===== config.mk =====
export PLATFORM = sky130hd
export DESIGN_NAME = hotswap_monitor_sched
export DESIGN_NICKNAME = d
export VERILOG_FILES = /design/src/rtl/hotswap_monitor_sched.sv
export SDC_FILE = /design/constraint.sdc
export NUM_CORES = 1
export LEC_CHECK = 0
export ABC_AREA = 1
export BUFFER_PORTS_ARGS = -buffer_cell sky130_fd_sc_hd__buf_2
export CAP_MARGIN = 20
export CORE_MARGIN = 1
export CORE_UTILIZATION = 59
export DETAILED_ROUTE_END_ITERATION = 7
export GPL_ROUTABILITY_DRIVEN = 0
export PLACE_DENSITY = 0.84
export SYNTH_ARGS = -nofsm -noshare
export SYNTH_HDL_FRONTEND = slang
export SYNTH_SLANG_ARGS = --single-unit
export TNS_END_PERCENT = 100

===== constraint.sdc =====
create_clock -name clk -period 2.5 [get_ports clk]
set_input_delay 0.375 -clock clk [delete_from_list [all_inputs] [get_ports clk]]
set_output_delay 0.375 -clock clk [all_outputs]
set_load 0.01 [all_outputs]

===== src/rtl/hotswap_monitor_sched.sv =====
module hotswap_monitor_sched #(
  parameter int DW        = 8,
  parameter int PERIOD    = 20_000_000,
  parameter int FET_LIMIT = 6
) (
  input  logic          clk,
  input  logic          rst_n,
  input  logic          test_mode,
  input  logic          sw_on,
  output logic          adc_start,
  output logic [1:0]    adc_chan,
  input  logic          adc_done,
  input  logic [DW-1:0] adc_data,
  input  logic          host_we,
  input  logic [1:0]    host_sel,
  input  logic [DW-1:0] host_wdata,
  output logic [DW-1:0] sense_q,
  output logic [DW-1:0] source_q,
  output logic [DW-1:0] aux_q,
  output logic          fet_short
);
  localparam int CW = (PERIOD > 1) ? $clog2(PERIOD) : 1;
  localparam logic [CW-1:0] LAST = CW'(PERIOD - 1);
  localparam logic [1:0] CH_SENSE = 2'd0, CH_SRC = 2'd1, CH_AUX = 2'd2;

  typedef enum logic [1:0] {IDLE, REQ, WAIT} st_t;

  st_t          state;
  logic [CW-1:0] per_cnt;
  logic [1:0]   chan;

  wire tick    = per_cnt == LAST;
  wire capture = state == WAIT && adc_done && !test_mode;
  wire hwrite  = test_mode && host_we;

  assign adc_start = state == REQ && !test_mode;
  assign adc_chan  = chan;

  always_ff @(posedge clk) begin
    if (!rst_n)    per_cnt <= '0;
    else if (tick) per_cnt <= '0;
    else           per_cnt <= per_cnt + 1'b1;
  end

  always_ff @(posedge clk) begin
    if (!rst_n) begin
      state <= IDLE;
      chan  <= CH_SENSE;
    end else if (test_mode) begin
      state <= IDLE;
    end else begin
      case (state)
        IDLE: if (tick) begin
          state <= REQ;
          chan  <= CH_SENSE;
        end
        REQ:  state <= WAIT;
        WAIT: if (adc_done) begin
          if (chan == CH_AUX) state <= IDLE;
          else begin
            state <= REQ;
            chan  <= chan + 2'd1;
          end
        end
        default: state <= IDLE;
      endcase
    end
  end

  always_ff @(posedge clk) begin
    if (!rst_n) begin
      sense_q  <= '0;
      source_q <= '0;
      aux_q    <= '0;
    end else if (capture) begin
      case (chan)
        CH_SENSE: sense_q  <= adc_data;
        CH_SRC:   source_q <= adc_data;
        CH_AUX:   aux_q    <= adc_data;
        default:  ;
      endcase
    end else if (hwrite) begin
      case (host_sel)
        CH_SENSE: sense_q  <= host_wdata;
        CH_SRC:   source_q <= host_wdata;
        CH_AUX:   aux_q    <= host_wdata;
        default:  ;
      endcase
    end
  end

  always_ff @(posedge clk) begin
    if (!rst_n) fet_short <= 1'b0;
    else if (capture && chan == CH_SENSE && !sw_on)
      fet_short <= adc_data > DW'(FET_LIMIT);
  end

  // request strobe lasts one cycle
  a_r5_start_pulse: assert property (@(posedge clk) disable iff (!rst_n)
    adc_start |=> !adc_start);

  // test mode freezes the result registers except for host writes
  a_r6_frozen: assert property (@(posedge clk) disable iff (!rst_n)
    (test_mode && !host_we) |=> $stable(sense_q) && $stable(source_q) && $stable(aux_q));

  // no completion and no host write means no register change
  a_r4_aux_hold: assert property (@(posedge clk) disable iff (!rst_n)
    (!adc_done && !host_we) |=> $stable(aux_q) && $stable(source_q) && $stable(sense_q));

  // readings with the switch on never move the flag
  a_r9_flag_hold: assert property (@(posedge clk) disable iff (!rst_n)
    sw_on |=> $stable(fet_short));

  // no request while test mode is high
  a_r6_no_start: assert property (@(posedge clk) disable iff (!rst_n)
    $past(test_mode) && test_mode |-> !adc_start);
endmodule


==> reports/results.ini <==
[critical_path]
required_ns=2.68
path_class=reg2reg
startpoint_type=register
path_max_fanout=25
end_kind=register
arrival_ns=1.95

[drt]
route.final.wire_length_um=5880
wire_per_inst_um=12.2
dr.first_iter.drc_count=219
remaining_drc_errors=4
routed_via_density=5.35
dr.pass1.iters=6
via_count=2582
antenna_left=0

[pwr]
cellLeakagePower_nw=1.29
power_switching_w=0.000379
peakVddDrop_uv=328
power.density_mw_per_mm2=495
power_frac_seq_pct=58.0
p_int_w=0.00115
combPwrFrac_pct=7.5
power.share.switching_pct=24.8
pwr-share-clk_pct=34.4

[synthesis]
synth_edf_count=0
yosysSeqAreaShare_pct=39.0
yosysUniqueCellTypes=34
yosys_warnings=0
synth_nets=409
ys.flop_type=dfxtp_1
synth_top_cell_by_area=dfxtp_1
synth_seq_cells=54
syn_area_mm2=0.00277
ys_top_cells_by_area=dfxtp_1, nand2_1, nor2_1
ys_async_sr_fraction_pct=0
syn-instance-count=381
syn_area_per_cell_um2=7.27
synth_top_area_share_pct=39.0

[global_route]
grt_util_all_layers_pct=24.7
antenna_found_initial=0
grt_max_degree=30
gr-total-overflow=0
grt_pass1_vias=2254
grt_pass1_wl_um=9870

[final_layout]
fin_cells=483
layout_common_cells=nand2_1, nor2_1, dfxtp_1
area_growth_syn_to_layout_pct=11.6
stdcell_area_mm2=0.00309
final_common_cell=nand2_1
layout.nets=458
fillers=386
drive_gt1_share_pct=23.9
diodes=0

[placement]
io_buffers=51
placed_area_mm2=0.00299
dp.final_hpwl_um=4390
dp_cells=475
pre_cts_ws_ns=0.741

[sta]
fin_crit_ns=1.77
finalWorstSetupSlack_ns=0.730
setup_violations=0
finalCritPeriodShare_pct=70.8
maxSlewViolCount=0
tightest_slew_ns=0.684
tns_ns=0
max-slew-margin-rel_pct=54.4
fmax_ghz=0.565
rsz0062_at_grt=false
fin_hold_ws_ns=0.369
finClkSkew_ns=0.00747
hold_violations=0

[die]
die_h_um=70.5
dieWidth_um=70.5
rows=24
io_pins=52
start_util_pct=62.3
core_mm2=0.00444
dieArea_mm2=0.00497

[min_path]
hold_class=in2reg

[run]
maxCapViolCount=0

[clock_tree]
clkTransAtPathRegs_ns=0.10
ctsResizeCount=0
tritoncts=done
clockBufferDepth=2
postCtsSetupBuffers=0
insertion_delay_ns=0.31
cts.sinks=54
cts_hold_buf=0
htree_levels=2
cts_buffers=5
root_buffer=clkbuf_8

[status]
outcome=complete, but fails checks
violations=design-rule violations

==> cells by family (layout without fill, tap and decap cells) <==
group,Yosys count,in the layout,share of synthesized area [%]
buffers and inverters,46,96,8.54
XOR/XNOR,7,7,2.21
adder cells (fa/ha/maj),4,4,1.81
flip-flops,54,54,39.0
AND/OR/NAND/NOR,219,219,36.8
AO/OA/AOI/OAI,51,51,11.7
==> final timing paths <==
check	from	to	slack, ns	cells past startpoint
worst max-delay path	per_cnt[0]	per_cnt[2]	0.73	8
worst min-delay path	sw_on	fet_short	0.37	3
worst max register to register	per_cnt[0]	per_cnt[2]	0.73	8
worst min register to register	per_cnt[0]	per_cnt[0]	0.46	1
==> sequential cells by signal (all words and copies together), names as in the netlist <==
name,count
source_q,8
state,2
fet_short,1
aux_q,8
sense_q,8
adc_chan,2
per_cnt,25
==> metrics by stage <==
stage                     power, W  utilization, %
final                      0.00153            69.6
after global routing       0.00158            69.6
after CTS                  0.00154            69.6
after detailed placement   0.00102            67.3
after global placement     0.00102            67.3
after floorplan           0.000981               -
==> layout make-up <==
type	count	area, um2	share of cell area [%]
Clock buffer	6	82.6	2.67
Clock inverter	2	16.3	0.526
Inverter	37	139	4.49
Multi-Input combinational cell	281	1450	47.0
Sequential cell	54	1080	35.0
Tap cell	52	65.1	2.10
Timing Repair Buffer	51	255	8.26
==> critical path: stages, from the launching register on <==
cell and delay (ns):
dfxtp_1 0.37, ha_1 0.17, nand2_1 0.10, nor2_4 0.19, nand2_4 0.10, nor2_2 0.12, nand2_2 0.09, nand2_2 0.39
nor3b_1 0.11
==> per-layer routing <==
metal  track usage (%)  share of wire [%]
met4              8.39                1.3
met2              41.9                 49
met1              31.1                 46
met5                 0                  0
met3              5.48                4.5
==> synth_stat cells, drive strengths merged (2+ instances only) <==
master / instances
ha: 4
nand3: 12
nand3b: 3
nor2: 80
or2: 11
nand2: 94
dfxtp: 54
nor3: 9
nand4: 9
a21oi: 26
o31ai: 2
xor2: 6
buf: 8
inv: 37
o21ai: 22
==> power by group through the flow <==
stage               Sequential, W  Clock, W  Combinational [W]
finish                   0.000887  0.000527           0.000115
global route             0.000890  0.000563           0.000130
CTS                      0.000887  0.000533           0.000115
detailed placement       0.000907         0           0.000115
global placement         0.000906         0           0.000111
floorplan                0.000913         0          0.0000687
(Power assumes the default switching activity.)
